--- config.mk ---
export PLATFORM = sky130hd
export DESIGN_NAME = spr_pix_mux
export DESIGN_NICKNAME = d
export VERILOG_FILES = /design/src/rtl/spr_mix_pkg.sv /design/src/rtl/spr_slot.sv /design/src/rtl/spr_prio.sv /design/src/rtl/pix_mixer.sv /design/src/rtl/spr_pix_mux.sv
export SDC_FILE = /design/constraint.sdc
export NUM_CORES = 1
export LEC_CHECK = 0
export BUFFER_PORTS_ARGS = -buffer_cell sky130_fd_sc_hd__buf_2
export CELL_PAD_IN_SITES_DETAIL_PLACEMENT = 1
export CELL_PAD_IN_SITES_GLOBAL_PLACEMENT = 1
export CORE_ASPECT_RATIO = 0.5
export CORE_MARGIN = 2
export CORE_UTILIZATION = 49
export CTS_CLUSTER_SIZE = 25
export DETAILED_ROUTE_END_ITERATION = 16
export GPL_TIMING_DRIVEN = 1
export PLACE_DENSITY = 0.8
export RECOVER_POWER = 50
export REMOVE_ABC_BUFFERS = 1
export SETUP_SLACK_MARGIN = 0.15
export SLEW_MARGIN = 25
export SYNTH_ARGS = -nofsm -noshare
export SYNTH_HDL_FRONTEND = slang
export SYNTH_SLANG_ARGS = --single-unit
--- constraint.sdc ---
create_clock -name clk -period 5.3 [get_ports clk]
set_clock_uncertainty 0.2 [all_clocks]
set_input_delay 1.06 -clock clk [delete_from_list [all_inputs] [get_ports clk]]
set_output_delay 1.06 -clock clk [all_outputs]
set_load 0.02 [all_outputs]
--- src/rtl/spr_mix_pkg.sv ---
package spr_mix_pkg;

  // Per-row drawing attributes kept beside the pattern shifters.
  typedef struct packed {
    logic [1:0] pal;     // sprite palette number
    logic       behind;  // 1: yields to opaque playfield
  } spr_attr_t;

  localparam logic [1:0] PX_CLEAR = 2'b00;

endpackage

--- src/rtl/spr_slot.sv ---
module spr_slot
  import spr_mix_pkg::*;
#(
  parameter int PAT_W = 8,
  parameter int X_W   = 8
) (
  input  logic             clk,
  input  logic             rst_n,
  input  logic             ld,
  input  logic [PAT_W-1:0] ld_lo,
  input  logic [PAT_W-1:0] ld_hi,
  input  spr_attr_t        ld_attr,
  input  logic [X_W-1:0]   ld_x,
  input  logic             ld_flip,
  input  logic             ld_valid,
  input  logic             pix_en,
  output logic [1:0]       px,
  output spr_attr_t        attr
);

  localparam int RUN_W = $clog2(PAT_W + 1);
  localparam logic [RUN_W-1:0] RUN_FULL = RUN_W'(PAT_W);

  logic [PAT_W-1:0] lo_q, hi_q, lo_d, hi_d;
  logic [PAT_W-1:0] lo_rev, hi_rev;
  logic [X_W-1:0]   cnt_q, cnt_d;
  logic [RUN_W-1:0] run_q, run_d;
  spr_attr_t        attr_q, attr_d;
  logic             upd;
  logic             emitting;

  for (genvar b = 0; b < PAT_W; b++) begin : g_rev
    assign lo_rev[b] = ld_lo[PAT_W-1-b];
    assign hi_rev[b] = ld_hi[PAT_W-1-b];
  end

  assign emitting = (cnt_q == '0) && (run_q != '0);
  assign upd      = ld | pix_en;

  always_comb begin
    lo_d   = lo_q;
    hi_d   = hi_q;
    cnt_d  = cnt_q;
    run_d  = run_q;
    attr_d = attr_q;
    if (ld) begin
      lo_d   = !ld_valid ? '0 : (ld_flip ? lo_rev : ld_lo);
      hi_d   = !ld_valid ? '0 : (ld_flip ? hi_rev : ld_hi);
      cnt_d  = ld_x;
      run_d  = RUN_FULL;
      attr_d = ld_attr;
    end else if (cnt_q != '0) begin
      cnt_d = cnt_q - 1'b1;
    end else if (run_q != '0) begin
      lo_d  = {lo_q[PAT_W-2:0], 1'b0};
      hi_d  = {hi_q[PAT_W-2:0], 1'b0};
      run_d = run_q - 1'b1;
    end
  end

  always_ff @(posedge clk or negedge rst_n) begin
    if (!rst_n) begin
      lo_q   <= '0;
      hi_q   <= '0;
      cnt_q  <= '0;
      run_q  <= '0;
      attr_q <= '0;
    end else if (upd) begin
      lo_q   <= lo_d;
      hi_q   <= hi_d;
      cnt_q  <= cnt_d;
      run_q  <= run_d;
      attr_q <= attr_d;
    end
  end

  assign px   = emitting ? {hi_q[PAT_W-1], lo_q[PAT_W-1]} : PX_CLEAR;
  assign attr = attr_q;


  delay_start_chk: assert property (@(posedge clk) disable iff (!rst_n)
    (ld && ld_x != '0) |=> (px == PX_CLEAR));


  unused_slot_chk: assert property (@(posedge clk) disable iff (!rst_n)
    (ld && !ld_valid) |=> (px == PX_CLEAR));


  hold_idle_chk: assert property (@(posedge clk) disable iff (!rst_n)
    (!ld && !pix_en) |=> $stable(px));

endmodule

--- src/rtl/spr_prio.sv ---
module spr_prio
  import spr_mix_pkg::*;
#(
  parameter int N = 8
) (
  input  logic [N-1:0][1:0] px,
  input  spr_attr_t [N-1:0] attr,
  input  logic              zero0,
  output logic [1:0]        win_px,
  output spr_attr_t         win_attr,
  output logic              win_zero
);

  localparam int IDX_W = $clog2(N);

  logic [IDX_W-1:0] win;

  // Fixed chain: scan from the top so the lowest opaque slot is kept;
  // the last slot is the default when nothing ahead of it is opaque.
  always_comb begin
    win = IDX_W'(N - 1);
    for (int i = N - 2; i >= 0; i--) begin
      if (px[i] != PX_CLEAR) win = IDX_W'(i);
    end
  end

  assign win_px   = px[win];
  assign win_attr = attr[win];
  assign win_zero = zero0 && (win == '0);

endmodule

--- src/rtl/pix_mixer.sv ---
module pix_mixer
  import spr_mix_pkg::*;
(
  input  logic       clk,
  input  logic       rst_n,
  input  logic       pix_en,
  input  logic       frame_start,
  input  logic [1:0] spr_px,
  input  spr_attr_t  spr_attr,
  input  logic       spr_zero,
  input  logic [3:0] pf_pix,
  output logic [3:0] pal_idx,
  output logic       pal_sel,
  output logic       coll
);

  logic pf_opaque, spr_opaque, use_spr;
  logic hit, coll_q, coll_d, coll_en;

  assign pf_opaque  = (pf_pix[1:0] != 2'b00);
  assign spr_opaque = (spr_px != PX_CLEAR);
  assign use_spr    = spr_opaque && (!spr_attr.behind || !pf_opaque);

  assign pal_sel = use_spr;
  assign pal_idx = use_spr ? {spr_attr.pal, spr_px} : pf_pix;

  assign hit     = pix_en && spr_zero && spr_opaque && pf_opaque;
  assign coll_en = frame_start | hit;
  assign coll_d  = !frame_start;

  always_ff @(posedge clk or negedge rst_n) begin
    if (!rst_n)       coll_q <= 1'b0;
    else if (coll_en) coll_q <= coll_d;
  end

  assign coll = coll_q;


  clear_wins_chk: assert property (@(posedge clk) disable iff (!rst_n)
    frame_start |=> !coll);


  set_when_drawing_chk: assert property (@(posedge clk) disable iff (!rst_n)
    $rose(coll) |-> $past(pix_en));


  sticky_hit_chk: assert property (@(posedge clk) disable iff (!rst_n)
    (coll && !frame_start) |=> coll);

endmodule

--- src/rtl/spr_pix_mux.sv ---
module spr_pix_mux
  import spr_mix_pkg::*;
#(
  parameter int NUM_SLOTS = 8,
  parameter int PAT_W     = 8,
  parameter int X_W       = 8,
  localparam int SLOT_W   = $clog2(NUM_SLOTS)
) (
  input  logic              clk,
  input  logic              rst_n,
  input  logic              ld_en,
  input  logic [SLOT_W-1:0] ld_slot,
  input  logic [PAT_W-1:0]  ld_pat_lo,
  input  logic [PAT_W-1:0]  ld_pat_hi,
  input  logic [1:0]        ld_pal,
  input  logic              ld_behind,
  input  logic [X_W-1:0]    ld_x,
  input  logic              ld_flip,
  input  logic              ld_valid,
  input  logic              ld_zero,
  input  logic              pix_en,
  input  logic              frame_start,
  input  logic [3:0]        pf_pix,
  output logic [3:0]        pal_idx,
  output logic              pal_sel,
  output logic              coll
);

  logic [NUM_SLOTS-1:0][1:0] slot_px;
  spr_attr_t [NUM_SLOTS-1:0] slot_attr;
  spr_attr_t                 ld_attr;
  logic [1:0]                win_px;
  spr_attr_t                 win_attr;
  logic                      win_zero;
  logic                      zero0_q, zero0_en;

  assign ld_attr = '{pal: ld_pal, behind: ld_behind};

  for (genvar i = 0; i < NUM_SLOTS; i++) begin : g_slot
    spr_slot #(.PAT_W(PAT_W), .X_W(X_W)) slot_i (
      .clk      (clk),
      .rst_n    (rst_n),
      .ld       (ld_en && (ld_slot == SLOT_W'(i))),
      .ld_lo    (ld_pat_lo),
      .ld_hi    (ld_pat_hi),
      .ld_attr  (ld_attr),
      .ld_x     (ld_x),
      .ld_flip  (ld_flip),
      .ld_valid (ld_valid),
      .pix_en   (pix_en),
      .px       (slot_px[i]),
      .attr     (slot_attr[i])
    );
  end

  // First-entry marker exists only for the highest-priority slot.
  assign zero0_en = ld_en && (ld_slot == '0);

  always_ff @(posedge clk or negedge rst_n) begin
    if (!rst_n)        zero0_q <= 1'b0;
    else if (zero0_en) zero0_q <= ld_zero && ld_valid;
  end

  spr_prio #(.N(NUM_SLOTS)) prio_i (
    .px       (slot_px),
    .attr     (slot_attr),
    .zero0    (zero0_q),
    .win_px   (win_px),
    .win_attr (win_attr),
    .win_zero (win_zero)
  );

  pix_mixer mix_i (
    .clk         (clk),
    .rst_n       (rst_n),
    .pix_en      (pix_en),
    .frame_start (frame_start),
    .spr_px      (win_px),
    .spr_attr    (win_attr),
    .spr_zero    (win_zero),
    .pf_pix      (pf_pix),
    .pal_idx     (pal_idx),
    .pal_sel     (pal_sel),
    .coll        (coll)
  );


  zero_only_slot0_chk: assert property (@(posedge clk) disable iff (!rst_n)
    win_zero |-> (slot_px[0] != PX_CLEAR));


  sprite_sel_opaque_chk: assert property (@(posedge clk) disable iff (!rst_n)
    pal_sel |-> (pal_idx[1:0] != 2'b00));

endmodule

Word level (Yosys, flattened, before mapping)
Cells that the tools add are included.
Word-level totals
  register bits after elaboration: 250
  input port bits: 42
  output and inout bits: 6
  logic and storage cells: 304
Cells by class
  add/subtract/negate cells: 16
  $lt $le $gt $ge: 1
  equal/unequal tests: 15
  multiplexer cells: 112
  bitwise logic cells: 9
  reduce and logical (&&, ||, !) cells: 101
Operators by type and width (count)
  $mux W8: 68
  $mux W4: 25
  $logic_not A8 Y1: 8
  $reduce_bool A8 Y1: 8
  $sub A8 B1 Y8 const B: 8
  $reduce_bool A2 Y1: 25
  $reduce_and A2 Y1: 16
  $reduce_bool A4 Y1: 8
  $sub A4 B1 Y4 const B: 8
  $reduce_and A3 Y1: 8
  $logic_and A1 B1 Y1: 22
  $mux W2: 11
  $ne A2 B1 Y1 const B: 8
  $mux W3: 5
  $eq A3 B3 Y1 const B: 4
  $bmux W3 S3: 1
  $or A1 B1 Y1: 9
  $bmux W2 S3: 1
  $eq A3 B2 Y1 const B: 2
  $logic_not A3 Y1: 2
  $lt A3 B4 Y1 const B: 1
  $eq A3 B1 Y1 const B: 1
  $logic_not A1 Y1: 3
  $logic_or A1 B1 Y1: 1
  $mux W1: 1

Depth between registers and ports, before layout
  depth in word-level cells: 17
  mapped depth: 12
  mapped depth without buffers: 11

Cells and area by module
Synthesis repeated with hierarchy kept, for this count alone.
Second synthesis, totals
  cells, all modules: 1482
  area total of the unflattened synthesis: 15606.2 µm²
Modules (own cells, without submodules)
  spr_slot at g_slot[1].slot_i ...: times used 3, cells each 173, area each 1889.3 µm²
  spr_slot at g_slot[4].slot_i ...: times used 3, cells each 172, area each 1829.3 µm²
  spr_slot at g_slot[7].slot_i: times used 1, cells each 171, area each 1830.5 µm²
  spr_slot at g_slot[0].slot_i: times used 1, cells each 171, area each 1826.8 µm²
  spr_prio: times used 1, cells each 71, area each 534.3 µm²
  pix_mixer: times used 1, cells each 17, area each 138.9 µm²
  spr_pix_mux: times used 1, cells each 17, area each 120.1 µm²

Worst setup path before layout
OpenSTA, ideal clock, no wires.
  path type: reg-to-output
  start: reg g_slot[3].slot_i.cnt_q[0]
  end: out pal_idx[2]
  data arrival time: 2.978 ns
  required time: 4.040 ns
  slack: 1.062 ns
  stages on the path, launching flop included: 13
  path through: dfrtp_1 -> inv_1 -> ha_1 -> or3b_2 -> or3_1 -> o31ai_1 -> a21o_1 -> buf_6 -> a41o_1 -> a31oi_1 -> a211o_1 -> a21oi_4 -> mux2_4
On the way
  cells in the longest elaborated chain, start to end: 14
  elaborated cells between the ends (all ways): 17
RTL lines
  start, declared: RTL line spr_slot.sv:26  | logic [X_W-1:0] cnt_q, cnt_d;
  start signal, assigned: RTL line spr_slot.sv:71  | cnt_q <= cnt_d;
  $logic_not A8 Y1 *: RTL line spr_slot.sv:37  | assign emitting = (cnt_q == '0) && (run_q != '0);
  $logic_and A1 B1 Y1 *: RTL line spr_slot.sv:37
  $mux W2 *: RTL line spr_slot.sv:77  | assign px = emitting ? {hi_q[PAT_W-1], lo_q[PAT_W-1]} : PX_CLEAR;
  $reduce_bool A2 Y1: RTL line spr_prio.sv:23  | if (px[i] != PX_CLEAR) win = IDX_W'(i);
  $mux W3 (4 in series): RTL line spr_prio.sv:23
  $bmux W3 S3: RTL line spr_prio.sv:28  | assign win_attr = attr[win];
  $mux W3 (implied by the code): RTL line spr_prio.sv:28
  $logic_not A1 Y1: RTL line pix_mixer.sv:22  | assign use_spr = spr_opaque && (!spr_attr.behind || !pf_opaque);
  $logic_or A1 B1 Y1: RTL line pix_mixer.sv:22
  $logic_and A1 B1 Y1 *: RTL line pix_mixer.sv:22
  named net pal_sel: RTL line spr_pix_mux.sv:25  | output logic pal_sel,
  $mux W4 *: RTL line pix_mixer.sv:25  | assign pal_idx = use_spr ? {spr_attr.pal, spr_px} : pf_pix;
  end, declared: RTL line spr_pix_mux.sv:24  | output logic [3:0] pal_idx,
The timed path passes the listed nets; every way through them passes the cells marked *. The select of a mux whose other input is x is not followed.

Worst setup path after layout
  start: reg g_slot[3].slot_i.cnt_q[0]
  end: out pal_idx[3]
On the way
  cells in the longest elaborated chain, start to end: 14
  elaborated cells between the ends (all ways): 17
RTL lines (RTL line)
  $logic_not A8 Y1 *: spr_slot.sv:37
  $logic_and A1 B1 Y1 *: spr_slot.sv:37
  $mux W2 *: spr_slot.sv:77
  $reduce_bool A2 Y1: spr_prio.sv:23
  $mux W3 (4 in series): spr_prio.sv:23
  $bmux W3 S3: spr_prio.sv:28
  $mux W3 (implied by the code): spr_prio.sv:28
  $logic_not A1 Y1: pix_mixer.sv:22
  $logic_or A1 B1 Y1: pix_mixer.sv:22
  $logic_and A1 B1 Y1: pix_mixer.sv:22
  $mux W4 *: pix_mixer.sv:25
Every way passes the cells marked *; elsewhere a longest branch is shown, timed or not. The select of a mux whose other input is x is not followed.

==> impl_results.md <==
* RSZ-0062 raised after global routing: no
* Tmin final at 5.04 ns
* Drt first pass iters at 5
* Mapped Area at 12900 um2
* Std-Cell Rows at between 40 and 50
* Synth area leader: dfrtp_1
* Ratio of cells with drive above 1 in the final layout at 10.8%
* #FFs+latches synth at 250
* Synth unique cells at 56
* Critical path startpoint category: register
* Final Cycle Share at roughly 95%
* Switch share at 34.8%
* P_sw at 2.41 mW
* Seq pwr share at 45.6%
* Dpl cells at 1706
* Sum of negative setup slack at 0 ns
* H-Tree Depth at 1
* Failing checks: max-capacitance violations, max-slew violations
* # DRC at 0
* Worst slew pin tran at 2.91 ns
* Critical-path top delay cell: or3b_2
* CTS tree: yes
* Layout area overhead at 11.4%
* CP Max Fanout at 5
* Hold/Removal Path Class: reg2reg
* Initial antenna violation count at 0
* Gr ovfl total at 0
* Final Hold Viols at 0
* CP bufs+invs at 2
* Sink Count at 250
* Core footprint at 25500 um2
* I/O Buffers at 47
* Total GRT Usage at 27.6%
* Clk pin slew, worst setup/hold paths at 0.07 ns
* Max cap viols at 6
* Die H at 119 um
* Post-synth EDFFs at 0
* Routed len/inst at 21.2 um
* Nets at 1461
* Drt initial violations at 624
* CP Capture Type: output pin
* Dpl hpwl at 24.9 mm
* Utilization after layout at 56.3%
* PwrDens at roughly 480 nW/um2
* Post-DP Area at 13400 um2
* Antenna cells at 0
* Wirelength, routed at 37.3 mm
* Routed vias/inst at 5.85
* Root Driver: clkbuf_16
* Combinational power share at 26.8%
* First-pass GRT wire length at 60.1 mm
* Critical Path RT at between 4 and 5 ns
* Post-synth top area share at 48.4%
* Cell Chain, Critical Path: inv_1, ha_1, or3b_2, or3_4, o31ai_4, a21o_1, mux2i_1, a211o_1, o22ai_4, a21oi_4, mux2_4, buf_2
* Vias in the first global route at roughly 11000
* Seq/Total Area, Yosys at 48.4%
* Final setup fails at 0
* Setup Crit Path Kind: reg2out
* Clock buffer depth at 3
* Outcome: complete, but fails checks
* Top_reg_cell synth: dfrtp_1
* Largest net degree at the start of global routing at 110
* I/O Pins at 48
* LEAKAGE at 6.97 nW
* Rel. slew slack at -94.0%
* Post-Syn Area per Cell at 9.30 um2
* Area contributors post-synth: dfrtp_1 48%, mux2i_1 11%, nand2_1 8.9%, o21ai_0 7.5%, xnor2_1 3.5%
* CP arrival at about 3.8 ns
* Final Cell Area at 14400 um2
* Synth warn at 0
* Clock share of power at 27.5%
* Slew Limit Fails at 332
* Die Wd at 234 um
* Cts bufs inserted at 24
* Max Fclk at approximately 0.20 GHz
* Clock latency on the worst-skew pair at between 0.5 and 0.6 ns
* Routed vias at 10300
* Cell Int Power at approximately 4.5 mW
* Async SR Flop Fraction at between 90% and 100%
* Hold buffers post-CTS at 0
* Final non-filler cell total at about 1800
* Routed Antenna Nets at 0
* Full die area at 27700 um2
* Gpl congestion at 0.884
* Post-Synthesis Cells at 1388
* CP peak stage delay at 0.49 ns
* Initial Utilization at 50.5%
* CP top delay family: compound AO/OA/AOI/OAI gates
* Peak supply drop at 0.000224 V
## flip-flops by register name (all words and copies together) (netlist names)
| signal | count |
|---|---|
| g_slot.slot_i.cnt_q | 64 |
| g_slot.slot_i.hi_q | 64 |
| g_slot.slot_i.lo_q | 64 |
| g_slot.slot_i.run_q | 32 |
| g_slot.slot_i.attr | 24 |
| mix_i.coll | 1 |
| zero0_q | 1 |
## kinds of logic (layout without fill, tap and decap cells)
family / count (synthesis) / count (layout) / synth area share [%]
AO/OA/AOI/OAI: 240 / 241 / 10.2
AND/OR/NAND/NOR: 531 / 531 / 18.7
buffers and inverters: 126 / 151 / 4.20
XOR/XNOR: 78 / 78 / 5.29
multiplexers: 141 / 141 / 11.0
adder cells (fa/ha/maj): 22 / 22 / 2.13
flip-flops: 250 / 250 / 48.4
## power by group through the flow
stage	clock network (mW)	registers, mW	logic [mW]
detailed placement	0	3.16	1.80
global placement	0	3.10	1.64
CTS	1.92	3.14	1.85
global route	2.00	3.24	2.10
floorplan	0	2.97	1.32
finish	1.90	3.16	1.86
## worst paths after layout
kind / cells past startpoint / endpoint / from / slack (ns)
max: 12 / pal_idx[3] / g_slot[3].slot_i.cnt_q[0] / 0.26
min: 2 / g_slot[0].slot_i.attr[0] / g_slot[0].slot_i.attr[0] / 0.30
max reg2reg: 7 / g_slot[5].slot_i.run_q[3] / g_slot[5].slot_i.cnt_q[3] / 1.80
min reg2reg: 2 / g_slot[0].slot_i.attr[0] / g_slot[0].slot_i.attr[0] / 0.30
max in group asynchronous: 2 / g_slot[5].slot_i.cnt_q[0] / rst_n / 1.34
min in group asynchronous: 1 / g_slot[2].slot_i.lo_q[2] / rst_n / 1.20
## worst register-to-register path: stages, from the launching register on
cell and delay (ns):
dfrtp_1 0.42, nor4_1 0.41, nand3_1 0.40, a21oi_1 0.43, nand2_1 0.71, nor4_1 0.52, xnor2_1 0.19, nand2_1 0.08
## layer usage
layer / part of all wire [%] / up-vias / GRT usage (%) / routed length [um]
li1: - / 4708 / - / -
met3: 4.2 / 68 / 4.34 / 1580
met1: 45 / 5280 / 36.9 / 16700
met5: 0 / - / 0 / 0
met4: 2.5 / 0 / 8.66 / 951
met2: 48 / 235 / 46.2 / 18100
## per-stage QoR
stage | worst slack [ns] | power [mW] | hold slack (ns)
2_1_floorplan | 0.991 | 4.30 | 0.239
3_3_place_gp | 0.750 | 4.75 | 0.268
3_5_place_dp | 0.631 | 4.97 | 0.277
4_1_cts | 0.152 | 6.91 | 0.295
5_1_grt | 0.150 | 7.33 | 0.312
6_report | 0.256 | 6.92 | 0.295
## placed cells by master, fill, tap and decap left out, drive strengths merged, types with 10 or more instances in the layout
| master | count |
|---|---|
| nand2 | 306 |
| dfrtp | 250 |
| xnor2 | 52 |
| mux2i | 136 |
| ha | 22 |
| nand3 | 39 |
| and3 | 10 |
| o21ai | 193 |
| clkbuf | 40 |
| nor2b | 17 |
| nor4 | 22 |
| inv | 34 |
| xor2 | 26 |
| a21oi | 21 |
| nor2 | 75 |
| buf | 64 |
## layout make-up
cell class	count	area, um2
clock buffers	30	643
clock inverters	13	206
fillers	2911	11200
inverters	34	128
multi-input cells	1013	6250
flip-flops and latches	250	6260
well taps	344	430
repair buffers	74	472
## Yosys cell counts, types with 4 or more instances
master / instances
or2_2: 4
and3_1: 10
a31oi_1: 6
buf_4: 11
o21ai_0: 193
ha_1: 22
xnor2_1: 52
nor4_1: 18
dfrtp_1: 250
nand2_1: 305
buf_1: 4
nor3b_1: 6
or3_1: 8
nand3_1: 39
nor2_1: 75
mux2i_1: 136
nor3_1: 9
buf_2: 8
nand4_1: 8
nor2b_1: 17
clkbuf_1: 64
a21oi_1: 20
xor2_1: 26
inv_1: 34
nand2b_1: 6
or4_4: 4
## repair_timing
action | 4_1_cts | 5_1_grt
gates resized for setup | 3 | 13
endpoints found under the setup margin | 2 | 4
pin swaps | 2 | 4
cloned | 0 | 1
buffers inserted | 2 | 3
Note: power is estimated with default switching activity, not from simulation.
